## config.mk

```make
export PLATFORM = sky130hd
export DESIGN_NAME = mem_strobe_stage
export DESIGN_NICKNAME = d
export VERILOG_FILES = /design/src/rtl/strobe_pkg.sv /design/src/rtl/strobe_phase_ctr.sv /design/src/rtl/strobe_lane_mask.sv /design/src/rtl/strobe_cs_decode.sv /design/src/rtl/mem_strobe_stage.sv
export SDC_FILE = /design/constraint.sdc
export NUM_CORES = 1
export LEC_CHECK = 0
export BUFFER_PORTS_ARGS = -buffer_cell sky130_fd_sc_hd__buf_2
export CAP_MARGIN = 25
export CORE_MARGIN = 10
export CORE_UTILIZATION = 45
export CTS_BUF_LIST = sky130_fd_sc_hd__clkbuf_8
export CTS_CLUSTER_DIAMETER = 200
export DETAILED_ROUTE_END_ITERATION = 7
export PLACE_DENSITY = 0.8
export SLEW_MARGIN = 10
export SYNTH_ARGS = -nofsm -noshare
export SYNTH_HDL_FRONTEND = slang
export SYNTH_SLANG_ARGS = --single-unit
```

## constraint.sdc

```tcl
create_clock -name clk -period 3.6 [get_ports clk]
set_clock_uncertainty 0.1 [all_clocks]
set_input_delay 0.9 -clock clk [delete_from_list [all_inputs] [get_ports clk]]
set_output_delay 0.9 -clock clk [all_outputs]
set_load 0.01 [all_outputs]
```

## src/rtl/strobe_pkg.sv

```systemverilog
package strobe_pkg;
  typedef enum logic [1:0] {
    MS_GENERAL = 2'd0,
    MS_SDRAM   = 2'd1,
    MS_PROG    = 2'd2,
    MS_SPARE   = 2'd3
  } mach_sel_e;

  localparam int STROBE_PHASES = 4;
endpackage

```

## src/rtl/strobe_phase_ctr.sv

```systemverilog
module strobe_phase_ctr #(
  parameter int PHASES = 4,
  localparam int PH_W = (PHASES > 1) ? $clog2(PHASES) : 1
) (
  input  logic            clk,
  input  logic            rst,
  input  logic            run,
  input  logic            word_start,
  output logic [PH_W-1:0] phase_o
);
  logic [PH_W-1:0] ph_q;
  logic [PH_W-1:0] cur;

  assign cur     = word_start ? '0 : ph_q;
  assign phase_o = cur;

  always_ff @(posedge clk) begin
    if (rst)
      ph_q <= '0;
    else if (run)
      ph_q <= (cur == PH_W'(PHASES - 1)) ? '0 : cur + 1'b1;
  end

  // a new word restarts the sequence, so the next phase is the second one
  p_phase_restart_r3: assert property (@(posedge clk) disable iff (rst)
    (run && word_start) |=> (ph_q == PH_W'(1 % PHASES)));

  // within a word the phase steps by one
  p_phase_step_r3: assert property (@(posedge clk) disable iff (rst)
    (run && !word_start && ph_q != PH_W'(PHASES - 1)) |=> (ph_q == $past(ph_q) + 1'b1));
endmodule

```

## src/rtl/strobe_lane_mask.sv

```systemverilog
module strobe_lane_mask #(
  parameter int NUM_LANES = 8,
  localparam int ADDR_W = $clog2(NUM_LANES),
  localparam int CNT_W  = ADDR_W + 2
) (
  input  logic [1:0]           port_sz,
  input  logic [1:0]           xfer_sz,
  input  logic [ADDR_W-1:0]    addr_lo,
  input  logic                 refresh,
  output logic [NUM_LANES-1:0] lane_en
);
  logic [2:0]       port_log;
  logic [2:0]       xfer_log;
  logic [CNT_W-1:0] port_lanes;
  logic [CNT_W-1:0] first;
  logic [CNT_W-1:0] stop;

  always_comb begin
    port_log = (int'(port_sz) > ADDR_W) ? 3'(ADDR_W) : 3'(port_sz);
    xfer_log = (int'(xfer_sz) > ADDR_W) ? 3'(ADDR_W) : 3'(xfer_sz);
    port_lanes = CNT_W'(1) << port_log;
    first = CNT_W'(addr_lo) & (port_lanes - CNT_W'(1));
    stop  = first + (CNT_W'(1) << xfer_log);
    if (stop > port_lanes)
      stop = port_lanes;
  end

  for (genvar i = 0; i < NUM_LANES; i++) begin : g_lane
    assign lane_en[i] = refresh | ((CNT_W'(i) >= first) & (CNT_W'(i) < stop));
  end
endmodule

```

## src/rtl/strobe_cs_decode.sv

```systemverilog
module strobe_cs_decode #(
  parameter int NUM_BANKS = 12,
  localparam int BANK_W = (NUM_BANKS > 1) ? $clog2(NUM_BANKS) : 1
) (
  input  logic                 hit,
  input  logic [BANK_W-1:0]    bank,
  output logic [NUM_BANKS-1:0] bank_sel
);
  for (genvar b = 0; b < NUM_BANKS; b++) begin : g_bank
    assign bank_sel[b] = hit & (bank == BANK_W'(b));
  end
endmodule

```

## src/rtl/mem_strobe_stage.sv

```systemverilog
module mem_strobe_stage
  import strobe_pkg::*;
#(
  parameter int NUM_BANKS = 12,
  parameter int NUM_LANES = 8,
  parameter int PHASES    = STROBE_PHASES,
  localparam int BANK_W = (NUM_BANKS > 1) ? $clog2(NUM_BANKS) : 1,
  localparam int ADDR_W = $clog2(NUM_LANES),
  localparam int PH_W   = (PHASES > 1) ? $clog2(PHASES) : 1
) (
  input  logic                 clk,
  input  logic                 rst,
  input  logic                 run,
  input  logic                 word_start,
  input  logic [PHASES-1:0]    cs_phase,
  input  logic [PHASES-1:0]    bs_phase,
  input  logic [BANK_W-1:0]    bank,
  input  logic [1:0]           mach_sel,
  input  logic [1:0]           port_sz,
  input  logic [1:0]           xfer_sz,
  input  logic [ADDR_W-1:0]    addr_lo,
  input  logic                 refresh,
  output logic [NUM_BANKS-1:0] cs_n_o,
  output logic [NUM_LANES-1:0] bs_n_o
);
  logic                 hit;
  logic [PH_W-1:0]      phase;
  logic                 cs_lvl;
  logic                 bs_lvl;
  logic [NUM_BANKS-1:0] bank_sel;
  logic [NUM_LANES-1:0] lane_en;
  logic [NUM_BANKS-1:0] cs_n_d;
  logic [NUM_LANES-1:0] bs_n_d;

  assign hit = run & (mach_sel == MS_PROG);

  strobe_phase_ctr #(.PHASES(PHASES)) u_phase (
    .clk(clk), .rst(rst), .run(run), .word_start(word_start), .phase_o(phase)
  );

  strobe_cs_decode #(.NUM_BANKS(NUM_BANKS)) u_csdec (
    .hit(hit), .bank(bank), .bank_sel(bank_sel)
  );

  strobe_lane_mask #(.NUM_LANES(NUM_LANES)) u_lanes (
    .port_sz(port_sz), .xfer_sz(xfer_sz), .addr_lo(addr_lo),
    .refresh(refresh), .lane_en(lane_en)
  );

  assign cs_lvl = cs_phase[phase];
  assign bs_lvl = bs_phase[phase];
  assign cs_n_d = ~bank_sel | {NUM_BANKS{cs_lvl}};
  assign bs_n_d = ~(lane_en & {NUM_LANES{hit}}) | {NUM_LANES{bs_lvl}};

  always_ff @(posedge clk) begin
    if (rst) begin
      cs_n_o <= '1;
      bs_n_o <= '1;
    end else begin
      cs_n_o <= cs_n_d;
      bs_n_o <= bs_n_d;
    end
  end

  // any cycle not owned by the programmable machine leaves all strobes high
  p_idle_high_r1: assert property (@(posedge clk) disable iff (rst)
    !hit |=> (cs_n_o == '1 && bs_n_o == '1));

  // never more than one bank selected
  p_cs_single_r10: assert property (@(posedge clk) disable iff (rst)
    $onehot0(~cs_n_o));

  // the accessed bank follows the phase bit of the word
  p_cs_level_r2: assert property (@(posedge clk) disable iff (rst)
    (hit && int'(bank) < NUM_BANKS) |=> (cs_n_o[$past(bank)] == $past(cs_phase[phase])));

  // refresh moves all lanes together
  p_refresh_all_r8: assert property (@(posedge clk) disable iff (rst)
    (hit && refresh) |=> (bs_n_o == '0 || bs_n_o == '1));

  // no more lanes active than the port holds
  p_port_clip_r7: assert property (@(posedge clk) disable iff (rst)
    (hit && !refresh) |=> ($countones(~bs_n_o) <= (1 << $past(port_sz))));
endmodule

```

Word-level counts from Yosys, hierarchy flattened:

Cells that the tools add are included.

* reduce and logical (&&, ||, !) cells: 1
* equality and inequality tests: 13
* bitwise logic cells: 35
* shift-type cells: 2
* $add $sub $neg: 3
* order comparisons: 18
* muxes and demuxes: 7

Operators with widths (number)
* $and A1 B1 Y1: 21
* $ge A3 B5 Y1 const A: 4
* $lt A3 B5 Y1 const A: 4
* $eq A4 B3 Y1 const B: 4
* $eq A4 B4 Y1 const B: 4
* $not A12 Y12: 1
* $or A12 B12 Y12: 1
* $ge A1 B5 Y1 const A: 2
* $ge A2 B5 Y1 const A: 2
* $lt A1 B5 Y1 const A: 2
* $lt A2 B5 Y1 const A: 2
* $shl A1 B2 Y5 const A: 2
* $and A8 B8 Y8: 1
* $eq A4 B2 Y1 const B: 2
* $not A8 Y8: 1
* $or A1 B1 Y1: 8
* $or A8 B8 Y8: 1
* $add A5 B5 Y5: 1
* $and A3 B5 Y5: 1
* $gt A5 B5 Y1: 1
* $mux W5: 1
* $sub A5 B1 Y5 const B: 1
* $bmux W1 S2: 2
* $eq A2 B2 Y1 const B: 2
* other kinds (6): 8

* word-level logic and storage cells: 82
* bits in registers: 22

Depth between registers and ports, before layout:

Gate-level depths: netlist of the first run.

* depth after elaboration: 12
* depth in mapped cells: 14

Hierarchy:

Synthesis of the first run repeated with hierarchy kept, for this count alone.

* cells, all modules: 153
* area, all modules: 1431.4 um2

Modules (own cells, without submodules)
* mem_strobe_stage: area an instance 655.6 um2, times used 1, cells an instance 46
* strobe_lane_mask: area an instance 571.8 um2, times used 1, cells an instance 79
* strobe_phase_ctr: area an instance 110.1 um2, times used 1, cells an instance 10
* strobe_cs_decode: area an instance 93.8 um2, times used 1, cells an instance 18

Worst setup path before layout of the first run:

No wires, ideal clock.

* path type: in2reg
* start: input port_sz[1]
* end: register bs_n_o[2]
* buffers on the path: 2
* stages on the path: 13
* data required time: 3.433 ns
* arrival time: 3.586 ns
* path slack: -0.153 ns
* path through: buf_4 -> nor2_1 -> nor2_1 -> ha_1 -> fa_1 -> ha_1 -> nor2b_1 -> o211ai_1 -> a21oi_1 -> or4_1 -> clkbuf_2 -> o2111a_1 -> o21ai_2

* longest elaborated chain between the ends: 12
* elaborated cells on any way between the ends: 13

RTL lines
* start: declaration: line mem_strobe_stage.sv:19 `input logic [1:0] port_sz,`
* $shl A1 B2 Y5 (*): line strobe_lane_mask.sv:21 `port_lanes = CNT_W'(1) << port_log;`
* $sub A5 B1 Y5: line strobe_lane_mask.sv:22 `first = CNT_W'(addr_lo) & (port_lanes - CNT_W'(1));`
* $and A3 B5 Y5: line strobe_lane_mask.sv:22
* $add A5 B5 Y5: line strobe_lane_mask.sv:23 `stop = first + (CNT_W'(1) << xfer_log);`
* $gt A5 B5 Y1: line strobe_lane_mask.sv:24 `if (stop > port_lanes)`
* $mux W5: line strobe_lane_mask.sv:24
* $lt A2 B5 Y1: line strobe_lane_mask.sv:29 `assign lane_en[i] = refresh | ((CNT_W'(i) >= first) & (CNT_W'(i) < stop));`
* $and A1 B1 Y1 (*): line strobe_lane_mask.sv:29
* $or A1 B1 Y1 (*): line strobe_lane_mask.sv:29
* $and A8 B8 Y8 (*): line mem_strobe_stage.sv:53 `assign bs_n_d = ~(lane_en & {NUM_LANES{hit}}) | {NUM_LANES{bs_lvl}};`
* $not A8 Y8 (*): line mem_strobe_stage.sv:53
* $or A8 B8 Y8 (*): line mem_strobe_stage.sv:53
* end signal: assignment: line mem_strobe_stage.sv:61 `bs_n_o <= bs_n_d;`
* end: declaration: line mem_strobe_stage.sv:24 `output logic [NUM_LANES-1:0] bs_n_o`

Mark *: on every way between the ends. The rest lies on a longest branch, timed or not.
A chain may end at the register's enable or synchronous reset.

Worst setup path in the final report of the first run:

* start: input port_sz[0]
* end: register bs_n_o[4]

* longest elaborated chain between the ends: 12
* elaborated cells on any way between the ends: 13

RTL lines (line)
* $shl A1 B2 Y5 (*): strobe_lane_mask.sv:21
* $sub A5 B1 Y5: strobe_lane_mask.sv:22
* $and A3 B5 Y5: strobe_lane_mask.sv:22
* $add A5 B5 Y5: strobe_lane_mask.sv:23
* $gt A5 B5 Y1: strobe_lane_mask.sv:24
* $mux W5: strobe_lane_mask.sv:24
* $lt A3 B5 Y1: strobe_lane_mask.sv:29
* $and A1 B1 Y1 (*): strobe_lane_mask.sv:29
* $or A1 B1 Y1 (*): strobe_lane_mask.sv:29
* $and A8 B8 Y8 (*): mem_strobe_stage.sv:53
* $not A8 Y8 (*): mem_strobe_stage.sv:53
* $or A8 B8 Y8 (*): mem_strobe_stage.sv:53

Marked as above.

==> run_results.csv, run 1 <==
group,metric,value,unit
outcome,outcome,"completed",
synth,async_flop_share,0,%
place,dpl_worst_slack,-0.177,ns
layout,drive_gt1_share,37.4,%
layout,final.fill_count,213,
timing,rsz0062_at_grt,"no",
floorplan,rows,18,
layout,area_growth,37.5,%
pwr,pwr-share-seq,39.4,%
place,post-dp-hpwl,2790,um
setup_path,r2r-start,"u_phase.ph_q[0]",
pwr,p_sw,0.000158,W
timing,fmax,0.289,GHz
pwr,pwr_density_cell,378,nW/um^2
grt,antenna_found_initial,0,
floorplan,start_util,48.3,%
synth,netlist_area,1220,sq um
timing,worst_slew_margin_rel,68.6,%
place,globalplace.congestion,0.898,
setup_path,critPathKind,"in2reg",
timing,fin_ws,0.137,ns
pwr,pwr-share-comb,25.4,%
synth,yosysWarnings,0,
grt,grt_max_degree,14,
clock_network,htreeDepth,1,
timing,finalSetupViolations,0,
timing,min_period_over_period,96.2,%
layout,diodes,0,
floorplan,dieHeight,72.0,um
synth,synth_cell_types,45,
place,place_area,1590,sq um
grt,grt_use_met3,3.81,%
floorplan,die_w,72.0,um
routing,drt-initial-drc-count,46,
timing,post-route-min-period,3.46,ns
clock_network,clk_latency,0.25,ns
routing,routed_wl,3250,um
pwr,p_sw_share,24.9,%
grt,grt_busiest_layer,"met2",
pwr,p_clk_share,35.2,%
synth,synth_edf_count,0,
grt,met2_usage,23.9,%
clock_network,cts.sinks,22,
floorplan,io_pins,46,
synth,yosys-top-cells-area,"dfxtp_1 (36%), ha_1 (7.2%), nand2_1 (7.1%)",
setup_path,crit_path_start,"port_sz[0]",
clock_network,cts_tree,"done",
min_path,min_from,"u_phase.ph_q[1]",
synth,netlist.area_leader.share,36.1,%
floorplan,dieArea,5190,sq um
timing,final_hold_viol_count,0,
synth,yosys_register_bits,22,
pwr,p_leak,0.746,nW
routing,drc_errors,0,
setup_path,arrival,3.53,ns
flow_run,cap_violations,0,
clock_network,numCtsBuffers,3,
grt,overflow,0,
floorplan,fp.coreArea,2520,sq um
pwr,ir_drop,358,uV
routing,postRouteAntennaNets,0,
synth,ys.flop_type,"dfxtp_1",
clock_network,post_cts_buffers,0,
synth,yosysTopAreaCell,"dfxtp_1",
synth,syn_inst,143,
clock_network,path_clk_slew,0.08,ns
synth,syn_nets,177,
timing,maxSlewViolCount,0,
setup_path,crit_required,3.67,ns
synth,synth_common_cells,"nand2_1 (23), dfxtp_1 (22), nor2_1 (12)",
synth,ys_seq_area_share,36.1,%
layout,design_area,1680,sq um
grt,grtUsageMet1,11.7,%
setup_path,cp-end-kind,"register",
routing,avgRoutedWirePerCell,13.9,um
pwr,intPower,0.000476,W
setup_path,critPathMaxFanout,4,
synth,post-synth-top-count-cell,"nand2_1",
clock_network,cts_root_buf,"clkbuf_8",
clock_network,clock_path_buffers,2,
min_path,hold_class,"reg2reg",
setup_path,start_kind,"input port",
place,portBuffers,45,
grt,grt_pass1_vias,1258,
timing,worst_slew_pin_slew,0.470,ns
grt,grt.total_usage,12.5,%
layout,final_core_util,66.4,%
grt,grt_pass1_wl,5440,um
clock_network,hold_buffers,0,
routing,drtPass1Iterations,4,
routing,num_vias,1230,
synth,synth.avg_cell_area,8.52,sq um
routing,viasPerCell,5.28,
layout,nNetsFinal,238,
## power by group through the flow
stage | Combinational [W] | Sequential, W | Clock, W
6_report | 0.000161 | 0.000249 | 0.000223
5_1_grt | 0.000179 | 0.000250 | 0.000234
4_1_cts | 0.000157 | 0.000249 | 0.000226
3_5_place_dp | 0.000156 | 0.000255 | 0
3_3_place_gp | 0.000151 | 0.000255 | 0
2_1_floorplan | 0.0000964 | 0.000254 | 0
## state kept, by name (all words and copies together) (netlist names)
register	flops
bs_n_o	8
cs_n_o	12
u_phase.ph_q	2
## cell families (layout without fill, tap and decap cells)
kind of cell	Yosys count	count (layout)	share of synthesized area, %
AO/OA/AOI/OAI	34	34	19.1
XOR/XNOR	1	1	0.719
adder cells (fa/ha/maj)	8	8	8.83
buffers and inverters	11	71	3.80
flip-flops	22	22	36.1
multiplexers	6	6	5.03
AND/OR/NAND/NOR	61	61	26.4
## path summary, 6_finish.rpt
| kind | end | slack [ns] | cells after the start |
|---|---|---|---|
| worst max-delay path | bs_n_o[4] | 0.14 | 15 |
| worst max register to register | cs_n_o[10] | 1.72 | 6 |
| worst min register to register | u_phase.ph_q[1] | 0.44 | 2 |
| worst min-delay path | u_phase.ph_q[1] | 0.44 | 2 |
## metrics by stage
step / cells / power [W] / hold WS (ns) / TNS [ns]
2_1_floorplan: 143 / 0.000351 / 0.372 / -0.289
6_report: 233 / 0.000633 / 0.441 / 0
4_1_cts: 233 / 0.000633 / 0.439 / 0
3_5_place_dp: 229 / 0.000411 / 0.424 / -0.995
5_1_grt: 233 / 0.000663 / 0.463 / 0
3_3_place_gp: 229 / 0.000406 / 0.408 / -0.418
## critical path, stage by stage
cell and delay (ns):
buf_2 0.12, buf_4 0.14, nand3_4 0.06, inv_1 0.08, ha_1 0.30, a21oi_1 0.17
o32a_1 0.18, o21ai_2 0.07, ha_1 0.33, a21oi_1 0.20, a21oi_2 0.08, buf_4 0.14
nor2_1 0.17, mux2_2 0.37, o311ai_1 0.21
## timing repair
action | CTS | global route
endpoints found under the hold margin | 0 | 0
endpoints found under the setup margin | 0 | 5
resized for setup | 0 | 2
## placed cells by master, fill, tap and decap left out, types with 3 or more instances in the layout
cell and count:
nor3b_1 4, o21ai_0 6, inv_1 6, nand2_1 23, a21oi_1 7, buf_2 45, clkbuf_8 3, buf_4 16
mux2i_1 5, ha_1 6, dfxtp_1 22, nor2_1 10, nor2b_1 4
## area by class of cell
class,instances,area [sq um],area share [%]
clock inverter,1,30.0,1.79
sequential,22,440,26.3
timing repair buffer,61,345,20.6
clock buffer,3,41.3,2.46
multi-input combinational,110,758,45.3
inverter,6,22.5,1.34
tap,30,37.5,2.24
## routing by layer
metal / up-vias / wire, um
li1: 631 / -
met5: - / 0
met1: 558 / 1310
met3: 4 / 255
met4: 0 / 45
met2: 37 / 1630
Power figures use the tool's default switching activity.
==> run 2: changes to the inputs <==
Settings changed: ABC_AREA set to 1, CORE_UTILIZATION 45 to 46, PLACE_DENSITY 0.8 to 0.84.
==> run 2 against run 1 <==
Against the previous run: largest cell class unchanged; die area rose by 0.17%; critical endpoint is now bs_n_o[6]; largest power group unchanged; utilization shrank 3.0 points; worst setup slack gained 0.13 ns.
==> run_results.csv, run 2 <==
group,metric,value,unit
clock_network,path_clk_slew,0.07,ns
synth,ys.flop_type,"dfxtp_1",
outcome,outcome,"completed",
min_path,hold_class,"reg2reg",
layout,mostFrequentLayoutCells,"nand2_1 (57), buf_2 (45), inv_1 (29)",
synth,yosys-top-cells-area,"dfxtp_1 (35%), nand2_1 (17%), inv_1 (8.7%)",
timing,maxSlewViolCount,0,
pwr,p_sw,0.000165,W
layout,nNetsFinal,271,
pwr,p_clk_share,35.5,%
place,place_inst,262,
timing,fin_ws,0.263,ns
pwr,intPower,0.000451,W
pwr,pwr_density_cell,382,nW/um^2
setup_path,crit_top_cell,"nand2_1",
setup_path,slowest_stage,"fa_2",
synth,ys_seq_area_share,35.3,%
place,portBuffers,45,
synth,synth_common_cells,"nand2_1 (57), inv_1 (29), nor2_1 (23)",
timing,rsz0062_at_grt,"no",
synth,synth_cell_types,22,
routing,drt-initial-drc-count,54,
setup_path,cp-end-kind,"register",
synth,async_flop_share,0,%
timing,finalSetupViolations,0,
grt,grt_pass1_vias,1239,
layout,drive_gt1_share,28.8,%
timing,worst_slew_pin_slew,0.494,ns
setup_path,critPathKind,"in2reg",
layout,diodes,0,
synth,netlist_area,1250,sq um
place,globalplace.congestion,1.01,
synth,yosysTopAreaCell,"dfxtp_1",
synth,post-synth-top-count-cell,"nand2_1",
synth,syn_nets,219,
routing,avgRoutedWirePerCell,11.3,um
setup_path,crit_required,3.64,ns
layout,largest_register_ffs,12,
synth,syn_inst,185,
synth,synth.avg_cell_area,6.75,sq um
floorplan,dieHeight,72.1,um
clock_network,numCtsBuffers,3,
timing,fmax,0.300,GHz
grt,antenna_found_initial,0,
grt,grt_pass1_wl,5180,um
place,dpl_worst_slack,-0.0989,ns
routing,postRouteAntennaNets,0,
layout,fin_cells,266,
pwr,p_sw_share,26.9,%
floorplan,fp.coreArea,2540,sq um
floorplan,die_w,72.1,um
clock_network,cts.sinks,22,
synth,synth_edf_count,0,
floorplan,dieArea,5200,sq um
pwr,ir_drop,298,uV
routing,num_vias,1237,
layout,layout_commonest_cell,"nand2_1",
clock_network,cts_root_buf,"clkbuf_8",
routing,routed_wl,3010,um
floorplan,start_util,49.1,%
floorplan,io_pins,46,
clock_network,clock_path_buffers,2,
setup_path,crit_chain,"buf_2 -> nor2_1 -> nor2_2 -> ha_1 -> fa_2 -> xor2_2 -> ha_1 -> nand2_1 -> inv_1 -> nand2_1 -> a21oi_1 -> nor2_2 -> nand3_2 -> nand2_2 -> nor2_4 -> o21ai_0 -> nand2_1",
routing,drtPass1Iterations,4,
pwr,pwr-share-seq,40.2,%
synth,netlist.area_leader.share,35.3,%
setup_path,critPathMaxFanout,7,
clock_network,hold_buffers,0,
flow_run,cap_violations,0,
pwr,p_leak,0.818,nW
layout,top_regs,"cs_n_o: 12 flops, bs_n_o: 8 flops, u_phase.ph_q: 2 flops",
routing,viasPerCell,4.65,
clock_network,htreeDepth,1,
layout,top_register,"cs_n_o",
grt,grt_max_degree,14,
clock_network,cts_resized,0,
floorplan,rows,18,
grt,grt.total_usage,11.5,%
timing,worst_slew_margin_rel,66.8,%
synth,yosysWarnings,0,
synth,yosys_register_bits,22,
clock_network,cts_tree,"done",
setup_path,crit_path_max_incr_delay,0.38,ns
place,post-dp-hpwl,2650,um
routing,drc_errors,0,
setup_path,arrival,3.38,ns
clock_network,post_cts_buffers,0,
layout,area_growth,29.3,%
setup_path,start_kind,"input port",
pwr,pwr-share-comb,24.3,%
grt,overflow,0,
timing,post-route-min-period,3.34,ns
timing,final_hold_viol_count,0,
clock_network,clk_latency,0.25,ns
layout,final.fill_count,242,
timing,min_period_over_period,92.7,%
==> run 2: cell families (layout without fill, tap and decap cells) <==
logic type      Yosys count  in the layout  share of synthesized area (%)
flops                    22             22                           35.3
simple gates            104            104                           37.6
compound gates           21             21                           9.12
fa+ha+maj                 8              8                           8.62
buf+inv                  29             80                           8.72
xor+xnor                  1              1                          0.702
==> run 2: area by class of cell <==
cell class,instances,area (sq um),area share (%)
sequential,22,440,27.3
timing repair buffer,47,240,14.9
multi-input combinational,134,716,44.3
inverter,29,109,6.74
clock inverter,1,30.0,1.86
clock buffer,3,41.3,2.56
tap,30,37.5,2.33
==> run 2: worst paths after layout <==
check        cells past startpoint  slack, ns       startpoint         endpoint
max                             17       0.26       port_sz[0]        bs_n_o[6]
min                              2       0.42  u_phase.ph_q[0]  u_phase.ph_q[0]
max reg2reg                      7       1.82  u_phase.ph_q[0]        cs_n_o[0]
min reg2reg                      2       0.42  u_phase.ph_q[0]  u_phase.ph_q[0]
==> run 2: critical path: cells and delay by family <==
| kind | cells | cell delay, ns |
|---|---|---|
| and+or+nand+nor | 9 | 0.98 |
| adders and majority gates | 3 | 0.88 |
| xor gates and xnor gates | 1 | 0.20 |
| AOI/OAI and AO/OA | 2 | 0.25 |
| buffers and inverters | 2 | 0.16 |
==> run 2: through the flow <==
step	power, W	hold WS, ns	cell area [sq um]	util [%]	setup TNS (ns)
2_1_floorplan	0.000356	0.376	1250	-	0
3_3_place_gp	0.000398	0.398	1530	60.0	-0.196
3_5_place_dp	0.000400	0.407	1530	60.0	-0.440
4_1_cts	0.000618	0.418	1600	62.8	0
5_1_grt	0.000656	0.460	1610	63.4	0
6_report	0.000616	0.419	1610	63.4	0
==> run 2: routing by layer <==
| metal | part of all wire, % | vias up | GRT usage [%] | wire, um |
|---|---|---|---|---|
| li1 | - | 680 | - | - |
| met1 | 45 | 520 | 13.0 | 1340 |
| met2 | 47 | 35 | 20.4 | 1410 |
| met3 | 7.6 | 2 | 2.72 | 230 |
| met4 | 0.76 | 0 | 4.30 | 23 |
| met5 | 0 | - | 0 | 0 |
==> run 2: power by group through the flow <==
stage	sequential, W	combinational [W]	clock [W]
final	0.000248	0.000150	0.000219
after floorplan	0.000254	0.000102	0
after global placement	0.000253	0.000144	0
after detailed placement	0.000254	0.000147	0
after CTS	0.000248	0.000147	0.000223
after global routing	0.000248	0.000172	0.000236
==> run 3: changes to the inputs <==
Settings changed: ABC_AREA 1 to unset, CELL_PAD_IN_SITES_DETAIL_PLACEMENT set to 1, CELL_PAD_IN_SITES_GLOBAL_PLACEMENT set to 2, CORE_UTILIZATION 46 to 25, PLACE_DENSITY 0.84 to 0.82.
==> run 3 against run 2 <==
Against the previous run: non-clock buffer count grew 21; largest cell class unchanged; via count grew 4.1%; largest power group unchanged; first-iteration DRC count shrank 41%.
==> run_results.csv, run 3 (synthesized netlist as in run 1, its figures left out) <==
group,metric,value,unit
layout,top_register,"cs_n_o",
place,portBuffers,45,
layout,top_regs,"cs_n_o: 12 flops, bs_n_o: 8 flops, u_phase.ph_q: 2 flops",
clock_network,clock_path_buffers,2,
timing,fmax,0.293,GHz
layout,seqCellArea,440,sq um
timing,worst_slew_margin_rel,67.7,%
clock_network,cts_tree,"done",
timing,fin_ws,0.188,ns
routing,avgRoutedWirePerCell,13.8,um
grt,antenna_found_initial,0,
clock_network,path_clk_slew,0.08,ns
floorplan,start_util,25.8,%
grt,grt.total_usage,9.31,%
layout,diodes,0,
clock_network,htreeDepth,1,
place,dpl_worst_slack,-0.243,ns
layout,final_core_util,37.9,%
place,globalplace.congestion,0.829,
grt,grt_max_degree,14,
layout,mostFrequentLayoutCells,"buf_2 (45), nand2_1 (23), buf_4 (23)",
routing,routed_wl,3810,um
routing,drtPass1Iterations,4,
timing,rsz0062_at_grt,"no",
layout,drive_gt1_share,41.0,%
flow_run,cap_violations,0,
layout,largest_register_ffs,12,
setup_path,critPathMaxFanout,5,
floorplan,rows,25,
floorplan,dieHeight,89.8,um
timing,whs,0.446,ns
timing,worst_slew_pin_slew,0.484,ns
routing,met1_length,1770,um
routing,met2WireLength,1810,um
clock_network,cts_root_buf,"clkbuf_8",
layout,final.fill_count,586,
setup_path,start_kind,"input port",
routing,postRouteAntennaNets,0,
routing,met3_length,198,um
floorplan,dieArea,8070,sq um
floorplan,io_pins,46,
layout,area_growth,46.9,%
setup_path,arrival,3.47,ns
pwr,pwr_density_cell,365,nW/um^2
clock_network,post_cts_buffers,0,
setup_path,crit_required,3.66,ns
outcome,outcome,"completed",
timing,min_period_over_period,94.8,%
timing,final_hold_viol_count,0,
clock_network,cts.sinks,22,
floorplan,die_w,89.8,um
grt,overflow,0,
clock_network,clk_latency,0.26,ns
timing,finalSetupViolations,0,
setup_path,cp-end-kind,"register",
setup_path,critPathKind,"in2reg",
clock_network,numCtsBuffers,3,
routing,top_layer,"met4",
layout,multi_input_area,774,sq um
routing,num_vias,1288,
timing,post-route-min-period,3.41,ns
floorplan,fp.coreArea,4720,sq um
min_path,hold_class,"reg2reg",
routing,viasPerCell,4.65,
routing,drc_errors,0,
pwr,p_leak,0.781,nW
place,post-dp-hpwl,3290,um
layout,nNetsFinal,245,
grt,grt_pass1_wl,6350,um
layout,layout_commonest_cell,"buf_2",
pwr,ir_drop,188,uV
timing,maxSlewViolCount,0,
routing,drt-initial-drc-count,32,
grt,grt_pass1_vias,1321,
==> run 3: cell types whose count changed in the layout (fill, tap and decap cells not counted), moves of 4 or more <==
cell,before,now
nor2b_1,0,4
buf_4,2,23
mux2i_1,0,5
nand2_1,57,23
nor3b_1,0,4
nor3_1,6,2
o21ai_0,11,6
nor2_1,22,9
inv_1,29,6
nand2_2,6,0
==> run 3: worst max-delay path, cell delays in order <==
cell and delay [ns]:
buf_2 0.14, nor2_4 0.10, nor2_2 0.05, ha_2 0.18, fa_1 0.46, xor2_1 0.27
ha_1 0.29, and4_1 0.19, a21oi_2 0.12, buf_4 0.15, nor2_2 0.04, buf_4 0.17
nor4b_1 0.14, a211o_1 0.27
==> run 3: cell type report <==
class,instances,area share [%]
Clock buffer,3,2.31
Clock inverter,1,1.68
Inverter,6,1.26
Multi-Input combinational cell,110,43.3
Sequential cell,22,24.6
Tap cell,67,4.68
Timing Repair Buffer,68,22.2
==> run 3: power by group <==
| part | switching (W) | total [W] | internal (W) |
|---|---|---|---|
| Sequential | 0.00000303 | 0.000249 | 0.000246 |
| Combinational | 0.0000857 | 0.000174 | 0.0000880 |
| Clock | 0.0000813 | 0.000230 | 0.000149 |
| Total | 0.000170 | 0.000653 | 0.000483 |
==> run 3: final timing paths <==
path | start | to | slack [ns] | depth (start not counted)
hold / removal | u_phase.ph_q[1] | u_phase.ph_q[1] | 0.45 | 2
setup / recovery | port_sz[1] | bs_n_o[6] | 0.19 | 14
setup reg to reg | u_phase.ph_q[0] | cs_n_o[10] | 1.70 | 6
hold reg to reg | u_phase.ph_q[1] | u_phase.ph_q[1] | 0.45 | 2
==> run 3: through the flow <==
step                      total power [W]  instances  area [sq um]  TNS, ns
after floorplan                  0.000351        143          1250   -0.289
after global placement           0.000419        273          1690   -0.851
after detailed placement         0.000424        273          1690    -1.46
after CTS                        0.000653        277          1760        0
after global routing             0.000692        277          1790        0
final                            0.000653        277          1790        0
==> run 3: metal layers <==
metal  up-vias  global-route usage, %
li1        644                      -
met1       601                   11.0
met2        39                   16.0
met3         4                   2.33
met4         0                   2.83
met5         -                      0
==> run 3: timing repair <==
action,CTS,global route
resized for setup,0,5
hold buffers,0,0
endpoints found under the setup margin,0,7
